File: config.mk
export PLATFORM = sky130hd
export DESIGN_NAME = epp_cycle_seq
export DESIGN_NICKNAME = d
export VERILOG_FILES = /design/src/rtl/epp_seq_pkg.sv /design/src/rtl/epp_sync.sv /design/src/rtl/epp_settle.sv /design/src/rtl/epp_timeout.sv /design/src/rtl/epp_cycle_seq.sv
export SDC_FILE = /design/constraint.sdc
export NUM_CORES = 1
export LEC_CHECK = 0
export ABC_CLOCK_PERIOD_IN_PS = 5050
export BUFFER_PORTS_ARGS = -buffer_cell sky130_fd_sc_hd__buf_2
export CORE_UTILIZATION = 59
export DETAILED_ROUTE_END_ITERATION = 16
export PLACE_DENSITY = 0.81
export RECOVER_POWER = 50
export SETUP_SLACK_MARGIN = 0.3
export SYNTH_ARGS = -nofsm -noshare
export SYNTH_HDL_FRONTEND = slang
export SYNTH_SLANG_ARGS = --single-unit
File: constraint.sdc
create_clock -name clk -period 5.05 [get_ports clk]
set_input_delay 0.2525 -clock clk [delete_from_list [all_inputs] [get_ports clk]]
set_output_delay 0.2525 -clock clk [all_outputs]
set_load 0.01 [all_outputs]
File: src/rtl/epp_seq_pkg.sv
package epp_seq_pkg;
  typedef enum logic [2:0] {
    ST_IDLE    = 3'd0,
    ST_ARM     = 3'd1,
    ST_SETUP   = 3'd2,
    ST_ACTIVE  = 3'd3,
    ST_RELEASE = 3'd4
  } seq_state_e;
endpackage

File: src/rtl/epp_sync.sv
// Two-flop synchronizer bank with a per-bit reset value.
module epp_sync #(
  parameter int          W       = 1,
  parameter logic [W-1:0] RST_VAL = '0
) (
  input  logic         clk,
  input  logic         rst_n,
  input  logic [W-1:0] d_async,
  output logic [W-1:0] q_sync
);
  logic [W-1:0] stage1_q;
  logic [W-1:0] stage2_q;

  always_ff @(posedge clk or negedge rst_n) begin
    if (!rst_n) begin
      stage1_q <= RST_VAL;
      stage2_q <= RST_VAL;
    end else begin
      stage1_q <= d_async;
      stage2_q <= stage1_q;
    end
  end

  assign q_sync = stage2_q;
endmodule

File: src/rtl/epp_settle.sv
// Measures how long a synchronized level has been stable, separately for
// low (index 0) and high (index 1); each counter saturates at SETTLE_CYC.
module epp_settle #(
  parameter int SETTLE_CYC = 2
) (
  input  logic clk,
  input  logic rst_n,
  input  logic lvl,
  output logic low_ok,
  output logic high_ok
);
  localparam int CW = $clog2(SETTLE_CYC + 1);
  localparam logic [CW-1:0] SAT = CW'(SETTLE_CYC);

  logic [1:0] ok;

  for (genvar p = 0; p < 2; p++) begin : g_pol
    logic [CW-1:0] cnt_q;
    logic [CW-1:0] cnt_d;
    logic          match;

    assign match = (lvl == p[0]);

    always_comb begin
      if (!match)          cnt_d = '0;
      else if (cnt_q == SAT) cnt_d = cnt_q;
      else                 cnt_d = cnt_q + 1'b1;
    end

    always_ff @(posedge clk or negedge rst_n) begin
      if (!rst_n) cnt_q <= '0;
      else        cnt_q <= cnt_d;
    end

    assign ok[p] = (cnt_q >= SAT);
  end

  assign low_ok  = ok[0];
  assign high_ok = ok[1];
endmodule

File: src/rtl/epp_timeout.sv
// Cycle counter that runs while a transfer is in flight and flags the
// last cycle of the allowed window.
module epp_timeout #(
  parameter int TIMEOUT_CYC = 240000
) (
  input  logic clk,
  input  logic rst_n,
  input  logic run,
  output logic expire
);
  localparam int TW = $clog2(TIMEOUT_CYC + 1);
  localparam logic [TW-1:0] LAST = TW'(TIMEOUT_CYC - 1);

  logic [TW-1:0] cnt_q;
  logic [TW-1:0] cnt_d;
  logic          at_last;

  assign at_last = (cnt_q == LAST);

  always_comb begin
    if (!run)         cnt_d = '0;
    else if (at_last) cnt_d = cnt_q;
    else              cnt_d = cnt_q + 1'b1;
  end

  always_ff @(posedge clk or negedge rst_n) begin
    if (!rst_n) cnt_q <= '0;
    else        cnt_q <= cnt_d;
  end

  assign expire = run && at_last;
endmodule

File: src/rtl/epp_cycle_seq.sv
module epp_cycle_seq
  import epp_seq_pkg::*;
#(
  parameter int DW           = 8,
  parameter int AW           = 3,
  parameter int SETTLE_CYC   = 2,
  parameter int TIMEOUT_CYC  = 240000,
  parameter int ADDR_STB_OFS = 3,
  parameter int STATUS_OFS   = 1
) (
  input  logic          clk,
  input  logic          rst_n,
  input  logic          epp_mode,
  input  logic          host_cs,
  input  logic [AW-1:0] host_addr,
  input  logic          host_rd_n,
  input  logic          host_wr_n,
  input  logic [DW-1:0] host_wdata,
  output logic [DW-1:0] host_rdata,
  output logic          host_rdy,
  output logic          timeout_flag,
  output logic          pp_write_n,
  output logic          pp_astb_n,
  output logic          pp_dstb_n,
  input  logic          pp_wait,
  input  logic [DW-1:0] pp_din,
  output logic [DW-1:0] pp_dout,
  output logic          pp_doe
);
  localparam logic [AW-1:0] ASTB_OFS = AW'(ADDR_STB_OFS);
  localparam logic [AW-1:0] STAT_OFS = AW'(STATUS_OFS);

  // ---------------- synchronizers ----------------
  logic [2:0] async_in;
  logic [2:0] sync_out;
  logic       wait_s;
  logic       rd_s_n;
  logic       wr_s_n;
  logic       wr_s_n_q;

  assign async_in = {pp_wait, host_rd_n, host_wr_n};

  epp_sync #(.W(3), .RST_VAL(3'b111)) u_sync (
    .clk     (clk),
    .rst_n   (rst_n),
    .d_async (async_in),
    .q_sync  (sync_out)
  );

  assign wait_s = sync_out[2];
  assign rd_s_n = sync_out[1];
  assign wr_s_n = sync_out[0];

  always_ff @(posedge clk or negedge rst_n) begin
    if (!rst_n) wr_s_n_q <= 1'b1;
    else        wr_s_n_q <= wr_s_n;
  end

  // ---------------- settle and timeout ----------------
  logic low_ok;
  logic high_ok;
  logic expire;
  logic tmo_run;

  epp_settle #(.SETTLE_CYC(SETTLE_CYC)) u_settle (
    .clk     (clk),
    .rst_n   (rst_n),
    .lvl     (wait_s),
    .low_ok  (low_ok),
    .high_ok (high_ok)
  );

  epp_timeout #(.TIMEOUT_CYC(TIMEOUT_CYC)) u_tmo (
    .clk    (clk),
    .rst_n  (rst_n),
    .run    (tmo_run),
    .expire (expire)
  );

  // ---------------- address decode ----------------
  logic addr_hit;
  logic hit_raw;
  logic hit_sync;
  logic stat_clr;

  assign addr_hit = host_cs && epp_mode && (host_addr >= ASTB_OFS);
  assign hit_raw  = addr_hit && (!host_rd_n || !host_wr_n);
  assign hit_sync = addr_hit && (!rd_s_n || !wr_s_n);
  assign stat_clr = host_cs && (host_addr == STAT_OFS) && wr_s_n_q && !wr_s_n
                    && host_wdata[0];

  // ---------------- sequencer ----------------
  seq_state_e    state_q, state_d;
  logic          cyc_wr_q, cyc_wr_d;
  logic          cyc_adr_q, cyc_adr_d;
  logic [DW-1:0] wdata_q;
  logic          wdata_en;
  logic [DW-1:0] rdata_q;
  logic          rdata_en;
  logic          abort_hit;
  logic          flag_q, flag_d;

  assign tmo_run   = (state_q == ST_ARM) || (state_q == ST_SETUP) ||
                     (state_q == ST_ACTIVE);
  assign abort_hit = epp_mode && expire &&
                     ((state_q == ST_ARM) || (state_q == ST_ACTIVE));

  always_comb begin
    state_d   = state_q;
    cyc_wr_d  = cyc_wr_q;
    cyc_adr_d = cyc_adr_q;
    wdata_en  = 1'b0;
    rdata_en  = 1'b0;
    unique case (state_q)
      ST_IDLE: begin
        if (hit_sync) begin
          state_d   = ST_ARM;
          cyc_wr_d  = !wr_s_n;
          cyc_adr_d = (host_addr == ASTB_OFS);
          wdata_en  = 1'b1;
        end
      end
      ST_ARM: begin
        if (expire)      state_d = ST_RELEASE;
        else if (low_ok) state_d = ST_SETUP;
      end
      ST_SETUP: begin
        state_d = ST_ACTIVE;
      end
      ST_ACTIVE: begin
        if (expire || high_ok) begin
          state_d  = ST_RELEASE;
          rdata_en = !cyc_wr_q;
        end
      end
      ST_RELEASE: begin
        if (rd_s_n && wr_s_n) state_d = ST_IDLE;
      end
      default: state_d = ST_IDLE;
    endcase
    if (!epp_mode) begin
      state_d  = ST_IDLE;
      wdata_en = 1'b0;
      rdata_en = 1'b0;
    end
  end

  always_comb begin
    flag_d = flag_q;
    if (!epp_mode || stat_clr) flag_d = 1'b0;
    if (abort_hit)             flag_d = 1'b1;
  end

  always_ff @(posedge clk or negedge rst_n) begin
    if (!rst_n) begin
      state_q   <= ST_IDLE;
      cyc_wr_q  <= 1'b0;
      cyc_adr_q <= 1'b0;
      flag_q    <= 1'b0;
    end else begin
      state_q   <= state_d;
      cyc_wr_q  <= cyc_wr_d;
      cyc_adr_q <= cyc_adr_d;
      flag_q    <= flag_d;
    end
  end

  always_ff @(posedge clk or negedge rst_n) begin
    if (!rst_n)        wdata_q <= '0;
    else if (wdata_en) wdata_q <= host_wdata;
  end

  always_ff @(posedge clk or negedge rst_n) begin
    if (!rst_n)        rdata_q <= '0;
    else if (rdata_en) rdata_q <= pp_din;
  end

  // ---------------- outputs ----------------
  logic drive_phase;
  assign drive_phase = (state_q == ST_SETUP) || (state_q == ST_ACTIVE);

  assign pp_write_n   = !(drive_phase && cyc_wr_q);
  assign pp_doe       = drive_phase && cyc_wr_q;
  assign pp_dout      = wdata_q;
  assign pp_astb_n    = !((state_q == ST_ACTIVE) && cyc_adr_q);
  assign pp_dstb_n    = !((state_q == ST_ACTIVE) && !cyc_adr_q);
  assign host_rdy     = !(hit_raw && (state_q != ST_RELEASE));
  assign timeout_flag = flag_q;
  assign host_rdata   = (host_addr == STAT_OFS) ? {{(DW-1){1'b0}}, flag_q}
                                                : rdata_q;
endmodule

==> key figures <==
Floorplan
  – # rows: 23
  – Die X: roughly 67 um
  – Initial core utilization: between 60% and 70%
  – Core region area: 0.00400 sq mm
  – Die area: 0.00444 sq mm
  – Die Height: 66.6 um
  – I/O pin total: between 40 and 50

Logic synthesis
  – Syn nets: about 260
  – Synth Register Bits: 51
  – Sequential fraction of the synthesis area: a little over half
  – Syn avg cell area: 10.9 sq um
  – Async SR Flop Fraction: 100%
  – Syn Std Cell Area: between 0.002 and 0.0025 sq mm
  – Number of enable flip-flop cells after synthesis: 0
  – Mapped Cells: 226
  – Netlist cell types: between 40 and 50
  – Top_reg_cell synth: dfrtp_1
  – Synth Warn #: 0

Global routing
  – Met2 GRT Util: 38.5%
  – All-Layer GR Usage: 23.4%
  – Initial antenna violation count: 0
  – M1 GR Usage: 30.3%
  – First-pass GRT wire length: a little under 8000 um
  – GR Layer Usage met3: 5.48%
  – Vias in the first global route: 1723
  – GRT busiest layer: met2
  – Largest net degree at the start of global routing: 52
  – Congestion Overflow GR: 0

Timing
  – Hold_ws: 0.0484 ns
  – Endpoints failing hold: 0
  – Final setup skew: 0.00757 ns
  – Tightest Pin Transition: between 2 and 3 ns
  – Fin crit period: 2.37 ns
  – Max-slew violation count: 52
  – RSZ-0062 raised after global routing: no
  – Setup TNS: 0 ns
  – Period utilization: ~47%
  – Final setup violation count: 0
  – Max frequency: 423 MHz
  – Max transition margin: -76.2%

Setup path
  – CP Cell Sequence: buf_2 > clkbuf_1
  – CP Max Fanout: 51
  – Crit path kind: in -> async
  – CP peak stage delay: around 1.9 ns
  – CP top delay family: buffers and inverters
  – Crit path capture type: async pin
  – Crit path buffers/inverters: 2
  – Startpoint type of the worst setup path: input pin
  – Critical Path RT: 4.90 ns
  – CP arrival: approximately 2.2 ns
  – CP max stage cell: clkbuf_1

Cells and area
  – # diodes: 0
  – Area grow syn2layout: 15.8%
  – Share of cells above drive strength 1: 29.2%
  – Final core utilization: 71.3%
  – # nets final: roughly 300

Power
  – Net Sw Frac: between 30% and 40%
  – Int Power: around 0.00083 W
  – Share of total power in sequential cells: 47.3%
  – P_leak: 1.32 nW
  – VDD IR max: 0.319 mV
  – NetSw: 0.000383 W
  – Power share of the clock group: between 20% and 30%
  – Pwr dens: 425 mW/mm^2
  – Comb power frac: 28.9%

Flow run
  – Max-cap violations: 1

Outcome
  – Status: finished, violations left
  – Failing checks: capacitance limit, slew limit

Clock network
  – Post-CTS sizing: 0
  – CTS Hold Bufs: 0
  – Clock sinks: roughly 50
  – Clk pin slew, worst setup/hold paths: 0.08 ns
  – Clk root buf: clkbuf_8
  – Setup repair bufs after CTS: 0
  – CTS tree: yes
  – Clock Latency Late Sink: 0.30 ns
  – CTS Buf Count: 5
  – H-Tree Depth: 2
  – Deepest clock path buffer count: 2

Drt
  – Routed wire per std cell: between 10 and 15 um
  – Final ANT Viol Nets: 0
  – Drt total wl: 4810 um
  – DRT iter0 DRCs: just over 60
  – Drt pass-1 iters: 4
  – Vias per cell: 5.59
  – DRC errors left: 0
  – Routed via count: 1827

Hold path
  – Hold/Removal Path Class: in -> reg

Place
  – PortBufs: 47
  – GPL Wtd Cong: slightly below 0.9
  – Hpwl dp: 3420 um
[metal layers]
layer,routed length (um),vias up
met2,2440,37
met3,149,7
li1,-,888
met5,0,-
met1,2160,895
met4,57,0
[synthesized netlist by cell type (2+ instances only)]
cell      number  area [sq um]
nor4_1         2          12.5
inv_1          9          33.8
nor2b_1       10          62.6
or3_1          3          18.8
nor2_1        21          78.8
ha_1           3          37.5
buf_2          3          15.0
nand2_1       18          67.6
and3_1         5          31.3
dfstp_2        7           184
clkbuf_1       2          7.51
xor2_1         5          43.8
and2_1         5          31.3
o21a_1         2          15.0
o21ai_0        5          25.0
nand3_1        6          30.0
a21oi_1       12          60.1
dfrtp_1       44          1100
nand4_1        6          37.5
nor4b_1        2          17.5
xnor2_1        9          78.8
nand2b_1       2          12.5
mux2_2        17           191
nor3_1         3          15.0
mux2i_1        2          20.0
nand4b_1       2          17.5
[power groups by stage]
stage                     sequential [W]  clock, W  combinational (W)
after floorplan                 0.000571         0           0.000234
after global placement          0.000574         0           0.000344
after detailed placement        0.000578         0           0.000356
after CTS                       0.000573  0.000296           0.000358
after global routing            0.000587  0.000309           0.000390
final                           0.000574  0.000288           0.000350
[state kept, by name (all words and copies together), names as in the netlist, 3 cells and up]
signal / flops
state_q: 3
pp_dout: 8
u_tmo.cnt_q: 18
u_sync.q_sync: 3
u_sync.stage1_q: 3
u_settle.g_pol.cnt_q: 4
rdata_q: 8
[placed cells by master (no fill, tap or decap), drive strengths merged, types with 2 or more instances in the layout]
cell type  instances
a21oi             12
and2               7
and3               5
buf               43
clkbuf            12
dfrtp             44
dfstp              7
ha                 3
inv                9
mux2              17
mux2i              2
nand2             19
nand2b             2
nand3              6
nand4              6
nand4b             2
nor2              21
nor2b             10
nor3               4
nor4               3
nor4b              2
o21a               2
o21ai              6
or3                3
xnor2              9
xor2               5
[stage by stage]
step                      worst slack, ns  total power, W  cells  cell area (sq um)
after floorplan                      3.18        0.000805    226               2460
after global placement               3.06        0.000918    319               2750
after detailed placement             2.98        0.000934    319               2750
after CTS                            2.95         0.00123    327               2860
after global routing                 2.07         0.00129    327               2850
final                                2.68         0.00121    327               2850
[worst register-to-register path, stage by stage, from the launching register on]
cell and delay [ns]:
dfrtp_1 0.39, ha_1 0.36, nand2_2 0.12, nor4_4 0.42, and2_4 0.26, o31ai_4 0.11, mux2_2 0.33
[kinds of logic (layout without fill, tap and decap cells)]
logic type               count (synthesis)  in the layout  synth area share [%]
AO/OA/AOI/OAI                           30             30                  8.08
XOR/XNOR                                14             14                  4.98
AND/OR/NAND/NOR                         94             94                  22.1
buffers and inverters                   15             66                  2.59
flip-flops                              51             51                  52.2
adder cells (fa/ha/maj)                  3              3                  1.52
multiplexers                            19             19                  8.58
[worst paths after layout]
check / slack [ns] / cells past startpoint / endpoint / from
worst max-delay path: 2.68 / 2 / u_settle.g_pol[1].cnt_q[1] / rst_n
worst max register to register: 2.96 / 6 / rdata_q[3] / u_tmo.cnt_q[1]
worst min-delay path: 0.05 / 1 / u_sync.stage1_q[2] / pp_wait
worst min register to register: 0.36 / 0 / u_sync.q_sync[2] / u_sync.stage1_q[2]
max in group clk: 2.96 / 6 / rdata_q[3] / u_tmo.cnt_q[1]
min in group asynchronous: 0.87 / 2 / u_tmo.cnt_q[14] / rst_n
[area by class of cell]
class	count	area, sq um
Timing Repair Buffer	49	240
Tap cell	50	62.6
Clock buffer	6	82.6
Inverter	9	33.8
Multi-Input combinational cell	160	1110
Fill cell	296	1150
Clock inverter	2	35.0
Sequential cell	51	1280
Power figures use the tool's default switching activity.
